`src/rtl/agu_pkg.sv`:
```
package agu_pkg;
   typedef enum logic [1:0] {
      SH_LSL = 2'b00,
      SH_LSR = 2'b01,
      SH_ASR = 2'b10,
      SH_ROR = 2'b11
   } shift_op_e;

   typedef enum logic [1:0] {
      IX_OFFSET = 2'b00,
      IX_PRE    = 2'b01,
      IX_POST   = 2'b10,
      IX_OFFALT = 2'b11
   } idx_mode_e;
endpackage

```
`src/rtl/agu_shift.sv`:
```
module agu_shift
   import agu_pkg::*;
#(
   parameter int DW   = 32,
   localparam int SA_W = $clog2(DW)
) (
   input  logic [DW-1:0]   val,
   input  logic [SA_W-1:0] amt,
   input  shift_op_e       op,
   input  logic            cin,
   output logic [DW-1:0]   res,
   output logic            cout
);
   logic [SA_W-1:0] amt_m1;
   logic [SA_W-1:0] amt_neg;
   logic [2*DW-1:0] rot_dbl;
   logic            amt_zero;

   assign amt_zero = (amt == '0);
   assign amt_m1   = amt - 1'b1;
   assign amt_neg  = SA_W'(0) - amt;
   assign rot_dbl  = {val, val} >> amt;

   always_comb begin
      res  = val;
      cout = cin;
      unique case (op)
         SH_LSL: begin
            if (!amt_zero) begin
               res  = val << amt;
               cout = val[amt_neg];
            end
         end
         SH_LSR: begin
            if (amt_zero) begin
               res  = '0;
               cout = val[DW-1];
            end else begin
               res  = val >> amt;
               cout = val[amt_m1];
            end
         end
         SH_ASR: begin
            if (amt_zero) begin
               res  = {DW{val[DW-1]}};
               cout = val[DW-1];
            end else begin
               res  = DW'($signed(val) >>> amt);
               cout = val[amt_m1];
            end
         end
         SH_ROR: begin
            if (amt_zero) begin
               res  = {cin, val[DW-1:1]};
               cout = val[0];
            end else begin
               res  = rot_dbl[DW-1:0];
               cout = val[amt_m1];
            end
         end
         default: ;
      endcase
   end
endmodule

```
`src/rtl/agu_index.sv`:
```
module agu_index
   import agu_pkg::*;
#(
   parameter int DW    = 32,
   parameter int IMM_W = 12
) (
   input  logic [DW-1:0]    base,
   input  logic [DW-1:0]    reg_off,
   input  logic [IMM_W-1:0] imm,
   input  logic             use_reg,
   input  logic             add_sub,
   input  idx_mode_e        mode,
   output logic [DW-1:0]    ea,
   output logic             wb_en,
   output logic [DW-1:0]    wb_val
);
   localparam int PAD_W = DW - IMM_W;

   logic [DW-1:0] off;
   logic [DW-1:0] moved;

   assign off   = use_reg ? reg_off : {{PAD_W{1'b0}}, imm};
   assign moved = add_sub ? (base + off) : (base - off);

   always_comb begin
      ea     = moved;
      wb_en  = 1'b0;
      wb_val = moved;
      unique case (mode)
         IX_PRE:  wb_en = 1'b1;
         IX_POST: begin
            ea    = base;
            wb_en = 1'b1;
         end
         default: ;
      endcase
   end
endmodule

```
`src/rtl/agu_branch.sv`:
```
module agu_branch #(
   parameter int DW   = 32,
   parameter int BR_W = 24
) (
   input  logic [DW-1:0]   pc,
   input  logic [BR_W-1:0] woff,
   output logic [DW-1:0]   target
);
   localparam int EXT_W = DW - BR_W - 2;

   logic [DW-1:0] byte_off;

   assign byte_off = {{EXT_W{woff[BR_W-1]}}, woff, 2'b00};
   assign target   = pc + byte_off;
endmodule

```
`src/rtl/agu_ls_top.sv`:
```
module agu_ls_top
   import agu_pkg::*;
#(
   parameter int DW    = 32,
   parameter int IMM_W = 12,
   parameter int BR_W  = 24,
   localparam int SA_W = $clog2(DW)
) (
   input  logic             clk,
   input  logic             rst_n,
   input  logic             in_valid,
   input  logic             is_branch,
   input  logic [1:0]       idx_mode,
   input  logic             add_sub,
   input  logic             use_reg,
   input  logic [1:0]       shift_op,
   input  logic [SA_W-1:0]  shift_amt,
   input  logic             carry_in,
   input  logic [DW-1:0]    base_val,
   input  logic [DW-1:0]    off_reg,
   input  logic [IMM_W-1:0] imm_off,
   input  logic [DW-1:0]    pc_val,
   input  logic [BR_W-1:0]  br_off,
   output logic             out_valid,
   output logic [DW-1:0]    addr,
   output logic             wb_en,
   output logic [DW-1:0]    wb_val,
   output logic             shift_cout
);
   if (DW < 8 || (DW & (DW - 1)) != 0) begin : g_bad_dw
      $error("agu_ls_top: DW must be a power of two of at least 8");
   end
   if (IMM_W < 1 || IMM_W >= DW) begin : g_bad_imm
      $error("agu_ls_top: IMM_W must lie in 1..DW-1");
   end
   if (BR_W < 1 || BR_W + 2 >= DW) begin : g_bad_br
      $error("agu_ls_top: BR_W + 2 must be below DW");
   end

   logic [DW-1:0] sh_res;
   logic          sh_cout;
   logic [DW-1:0] ix_ea;
   logic          ix_wb_en;
   logic [DW-1:0] ix_wb_val;
   logic [DW-1:0] br_tgt;

   agu_shift #(.DW(DW)) u_shift (
      .val  (off_reg),
      .amt  (shift_amt),
      .op   (shift_op_e'(shift_op)),
      .cin  (carry_in),
      .res  (sh_res),
      .cout (sh_cout)
   );

   agu_index #(.DW(DW), .IMM_W(IMM_W)) u_index (
      .base    (base_val),
      .reg_off (sh_res),
      .imm     (imm_off),
      .use_reg (use_reg),
      .add_sub (add_sub),
      .mode    (idx_mode_e'(idx_mode)),
      .ea      (ix_ea),
      .wb_en   (ix_wb_en),
      .wb_val  (ix_wb_val)
   );

   agu_branch #(.DW(DW), .BR_W(BR_W)) u_branch (
      .pc     (pc_val),
      .woff   (br_off),
      .target (br_tgt)
   );

   always_ff @(posedge clk or negedge rst_n) begin
      if (!rst_n) begin
         out_valid  <= 1'b0;
         addr       <= '0;
         wb_en      <= 1'b0;
         wb_val     <= '0;
         shift_cout <= 1'b0;
      end else begin
         out_valid <= in_valid;
         if (in_valid) begin
            addr       <= is_branch ? br_tgt : ix_ea;
            wb_en      <= ix_wb_en & ~is_branch;
            wb_val     <= is_branch ? '0 : ix_wb_val;
            shift_cout <= use_reg ? sh_cout : carry_in;
         end
      end
   end
endmodule

```
`config.mk`:
```
export PLATFORM = sky130hd
export DESIGN_NAME = agu_ls_top
export DESIGN_NICKNAME = d
export VERILOG_FILES = /design/src/rtl/agu_pkg.sv /design/src/rtl/agu_shift.sv /design/src/rtl/agu_index.sv /design/src/rtl/agu_branch.sv /design/src/rtl/agu_ls_top.sv
export SDC_FILE = /design/constraint.sdc
export NUM_CORES = 1
export LEC_CHECK = 0
export BUFFER_PORTS_ARGS = -buffer_cell sky130_fd_sc_hd__buf_2
export CAP_MARGIN = 20
export CORE_MARGIN = 2
export CORE_UTILIZATION = 45
export DETAILED_ROUTE_END_ITERATION = 12
export PLACE_DENSITY = 0.74
export SETUP_SLACK_MARGIN = 0.15
export SLEW_MARGIN = 30
export SYNTH_ARGS = -nofsm -noshare
export SYNTH_HDL_FRONTEND = slang
export SYNTH_SLANG_ARGS = --single-unit
```
`constraint.sdc`:
```
create_clock -name clk -period 0.8 [get_ports clk]
set_clock_uncertainty 0.05 [all_clocks]
set_input_delay 0.04 -clock clk [delete_from_list [all_inputs] [get_ports clk]]
set_output_delay 0.04 -clock clk [all_outputs]
set_load 0.01 [all_outputs]
```
==> metrics.md, run 1 <==
| Metric | Value |
|---|---|
| Post-Syn Area per Cell | `8.074 um2` |
| Yosys warns | `0` |
| Root buf cell | `clkbuf_16` |
| Post-synthesis register bit count | `67` |
| Routability congestion estimate | `about 1.2` |
| Largest net degree at the start of global routing | `68` |
| IO Port Bufs | `~210` |
| Placed Cells | `2796` |
| CTS Buf Count | `9` |
| Standard-cell row count | `63` |
| Main synth FF type | `dfrtp_1` |
| Syn Inst Count | `around 1700` |
| Clk sink count | `67` |
| Initial core utilization | `0.4543` |
| IO Count | `215` |
| Max clock buf depth | `2` |
| GRT Residual Overflow | `between 200 and 300` |
| Chip width | `176.5 um` |
| Mapped Area | `13390 um2` |
| Last stage | `global routing` |
| Error msg | `[ERROR GRT-0232] Routing congestion too high. Check the congestion heatmap in the GUI.` |
| H-tree lvl count | `3` |
| Library cells used by synthesis | `a little under 100` |
| Dpl hpwl | `about 61 mm` |
| EDFF count, synth | `0` |
| Post-synthesis sequential area ratio | `0.1252` |
| Die Ht | `~180 um` |
| GRT Util Overall | `0.8550` |
| Status | `did not finish` |
| Post-synth ARST share | `1.000` |
| Synthesized Nets | `1878` |
## metrics by stage
stage | setup WS, ns | cell area, um2
2_1_floorplan | -4.801 | 13890
3_3_place_gp | -5.053 | 19880
3_5_place_dp | -5.182 | 19880
4_1_cts | -4.345 | 21670
## Yosys cell counts (all sizes together), types with 5 or more instances
master / count / area [um2]
a41oi: 5 / 51.30
nand2: 159 / 599.3
o311ai: 9 / 78.83
clkbuf: 101 / 380.4
inv: 45 / 171.4
nand2b: 25 / 156.4
and2: 13 / 82.59
nor3b: 9 / 83.83
xnor2: 45 / 394.1
o31ai: 27 / 202.7
mux4: 87 / 1959
o21bai: 5 / 37.54
o22ai: 14 / 87.58
mux2: 27 / 304.0
nor4: 5 / 31.28
a22o: 9 / 78.83
o2bb2ai: 27 / 236.5
o21a: 14 / 105.1
buf: 48 / 281.5
a221oi: 16 / 152.7
o21ai: 110 / 550.5
a211oi: 28 / 215.2
or2: 6 / 37.54
and3: 8 / 50.05
o211ai: 35 / 262.8
ha: 69 / 863.3
mux2i: 94 / 944.7
a221o: 6 / 60.06
or3: 8 / 50.05
nor2b: 13 / 81.33
nor3: 35 / 191.4
o221ai: 16 / 146.4
a22oi: 9 / 77.57
nand4: 5 / 31.28
xor2: 38 / 332.8
nor2: 131 / 494.2
dfrtp: 67 / 1677
a21o: 31 / 232.7
a211o: 6 / 52.55
nand3: 39 / 195.2
a31oi: 23 / 143.9
a21oi: 135 / 675.7
## per-layer routing
layer  global-route usage  overflow
met1               0.8570         4
met2               0.9645       145
met3               0.7627        13
met4               0.8347        88
met5               0.5353         1
## repair_timing
action | CTS
hold endpoints to repair | 68
hold buffers | 1
buffers inserted | 52
setup endpoints to repair | 133
gates cloned | 4
pin swaps | 87
resized for setup | 209
## kinds of logic after synthesis
family / share of synthesized area
AOI/OAI and AO/OA: 0.2850
xor gates and xnor gates: 0.05596
adders and majority gates: 0.06745
buffers and inverters: 0.06305
DFF: 0.1252
muxes: 0.2395
and+or+nand+nor: 0.1639
==> run 2, diff against run 1 <==
- CORE_UTILIZATION: 45 -> 30
- PLACE_DENSITY: 0.74 -> not set
- PLACE_DENSITY_LB_ADDON: not set -> 0.15
- SETUP_SLACK_MARGIN: 0.15 -> not set
- clock period: 0.8 -> 1.04 ns (I/O delays scaled with it)
==> metrics.md, run 2 <==
| Metric | Value |
|---|---|
| Die Ht | `~220 um` |
| Post-synthesis sequential area ratio | `0.1252` |
| Library cells used by synthesis | `99` |
| Drt via density | `roughly 5.7` |
| Sequential cell area | `1677 um2` |
| CTS Buf Count | `9` |
| Leak | `between 10 and 15 nW` |
| Fmax | `192.7 MHz` |
| Sw frac | `0.4296` |
| Count leader, synth | `nand2_1` |
| Die footprint | `46350 um2` |
| Diode count | `0` |
| Post-synth ARST share | `1.000` |
| H-tree lvl count | `3` |
| GRT Util Overall | `0.3564` |
| Worst-path clk slew | `0.06 ns` |
| Critical path buffers and inverters | `5` |
| CTS tree | `yes` |
| Post-synthesis register bit count | `67` |
| Area Growth Syn to Fin | `68.58%` |
| Biggest regs | `addr x32, wb_val x32` |
| Mux share of post-synthesis cell area | `0.2395` |
| Dpl hpwl | `70.14 mm` |
| Routability congestion estimate | `1.039` |
| IO Count | `215` |
| Final hold violations | `0` |
| Unrepaired setup endpoints after global routing | `yes` |
| IO Port Bufs | `214` |
| Cell Pwr Density | `approximately 1100 nW/um2` |
| Main synth FF type | `dfrtp_1` |
| Chip width | `215.3 um` |
| EDFF count, synth | `0` |
| DP Area | `20480 um2` |
| Simple-gate share of the synthesized area | `0.1638` |
| # fillers | `4320` |
| DRC errors left | `0` |
| Main combinational cell family by area after synthesis | `compound AO/OA/AOI/OAI gates` |
| Yosys warns | `0` |
| Top cells by area, synth | `mux4_2, dfrtp_1, mux2i_1` |
| Comb power frac | `0.721` |
| Max Slew Vio Count | `0` |
| Vias in the first global route | `roughly 18000` |
| Worst Setup SP | `shift_amt[0]` |
| Period utilisation layout | `4.990` |
| Final setup violating endpoints | `65` |
| WHS | `0.01794 ns` |
| Tmin final | `approximately 5.2 ns` |
| Initial core utilization | `0.3036` |
| Layout cells sized above 1 | `0.5292` |
| Clk sink count | `67` |
| Top-area cell type share of the netlist area | `0.1463` |
| Adder-cell area share of the yosys netlist | `0.06745` |
| Most common cell after layout, fill and taps aside | `buf_4` |
| CP max-delay cell | `mux4_2` |
| Hold Path Origin | `pc_val[0]` |
| Reg2reg start | `addr[7]` |
| Compound-Gate Fraction of Synth Area | `0.2850` |
| Int Power | `between 10 and 15 mW` |
| CP max FO | `6` |
| Largest net degree at the start of global routing | `between 70 and 80` |
| Mapped Area | `13390 um2` |
| Syn Inst Count | `1659` |
| Max Cap Viol | `0` |
| Filler-free cell count of the finished design | `3122` |
| Via count | `17850` |
| Required @ worst endpoint | `between 1 and 1.5 ns` |
| Most frequent cells in the layout | `buf_4, buf_2, nand2_1, nor2_1, a21oi_1` |
| Worst-skew pair later-pin latency | `0.35 ns` |
| Clock power frac | `0.130` |
| Critical Path Start Type | `input pin` |
| Multi-input gate area | `12110 um2` |
| Standard-cell row count | `77` |
| Slew margin rel. | `0.5571` |
| Worst path most repeated cell | `a21oi_2` |
| Post-Syn Area per Cell | `8.074 um2` |
| Fin area | `22580 um2` |
| Crit. End Element | `flop` |
| WP data arrival | `5.37 ns` |
| Setup Crit Path Kind | `input pin to flop` |
| Setup_tns | `-222.25 ns` |
| Initial antenna violation count | `0` |
| Leading area contributor after synthesis | `mux4_2` |
| GRT Residual Overflow | `0` |
| WL/cell | `27.13 um` |
| Remaining antenna violation count | `0` |
| Psw | `10.41 mW` |
| WL final | `about 85 mm` |
| Status | `finished with violations` |
| CP max stage delay | `0.52 ns` |
| Sequential share of power | `0.149` |
| First-pass GRT wire length | `121.5 mm` |
| VDD IR max | `735.6 uV` |
| Slack of the critical path | `-4.150 ns` |
| Synthesized Nets | `1878` |
| Placed Cells | `3026` |
| Root buf cell | `clkbuf_16` |
| Failing checks | `setup timing` |
| Final Net Count | `2744` |
| Post-Synth XOR/XNOR Area | `0.05596` |
| Max clock buf depth | `2` |
| Most frequent cells after synthesis | `nand2_1, a21oi_1, nor2_1, clkbuf_1, o21ai_0` |
| Total power | `24.24 mW` |
| DRT iter0 DRCs | `1251` |
| TritonRoute pass-1 iters | `6` |
| Core Region | `44120 um2` |
| Slew @ Worst Pin | `0.6619 ns` |
| Top Family by Delay on Critical Path | `compound AO/OA/AOI/OAI gates` |
| Min-Delay Path Class | `input pin to flop` |
==> run 2: cell counts after synthesis <==
No cell type changed its count.
==> run 2: final cells by class <==
| class | count | area share |
|---|---|---|
| clock inverters | 7 | 0.003380 |
| inverters | 48 | 0.008423 |
| repair buffers | 1003 | 0.3348 |
| multi-input cells | 1396 | 0.5364 |
| clock buffers | 9 | 0.009974 |
| well taps | 592 | 0.03280 |
| flip-flops and latches | 67 | 0.07425 |
==> run 2: what timing repair did <==
action | CTS | global route
hold buffers | 3 | 0
gates cloned | 1 | 1
endpoints found under the setup margin | 65 | 66
buffers inserted | 56 | 24
gates resized for setup | 144 | 102
hold endpoints to repair | 69 | 0
pin swaps | 108 | 53
==> run 2: worst min-delay path: stages <==
cell and delay, ns:
buf_2 0.08, nand2_1 0.04, o21ai_1 0.07, mux2_2 0.14
==> run 2: final timing paths <==
path / endpoint / slack (ns) / cells past startpoint
setup / recovery: addr[29] / -4.15 / 29
hold / removal: addr[0] / 0.02 / 4
setup reg to reg: addr[7] / 0.20 / 1
hold reg to reg: wb_val[10] / 0.44 / 1
max in group asynchronous: wb_val[30] / 0.42 / 3
min in group asynchronous: wb_val[1] / 0.06 / 2
==> run 2: metrics by stage <==
stage	util	worst slack, ns
final	0.5117	-4.150
after global routing	0.5117	-4.437
after CTS	0.4965	-4.112
after detailed placement	0.4642	-4.744
after global placement	0.4642	-4.704
after floorplan	-	-4.573
==> run 2: per-layer routing <==
metal  wire, um  up-vias  track usage
met5          0        -            0
met4       7586        0       0.2651
met3       4254      244      0.03553
met2      40000      791       0.6119
met1      32860     8734       0.4118
li1           -     8085            -
==> run 2: kinds of logic after synthesis <==
logic type | Yosys count
simple gates | 466
compound gates | 566
flops | 67
fa+ha+maj | 71
xor+xnor | 84
mux | 208
buf+inv | 197
==> run 2: power by group through the flow <==
stage / sequential (mW) / clock, mW / combinational [mW]
3_3_place_gp: 3.61 / 0 / 14.9
2_1_floorplan: 3.82 / 0 / 6.99
4_1_cts: 3.60 / 3.20 / 16.5
3_5_place_dp: 3.63 / 0 / 15.0
6_report: 3.62 / 3.15 / 17.5
5_1_grt: 3.67 / 3.28 / 18.5
No activity file was read; power rests on OpenSTA's default activity.
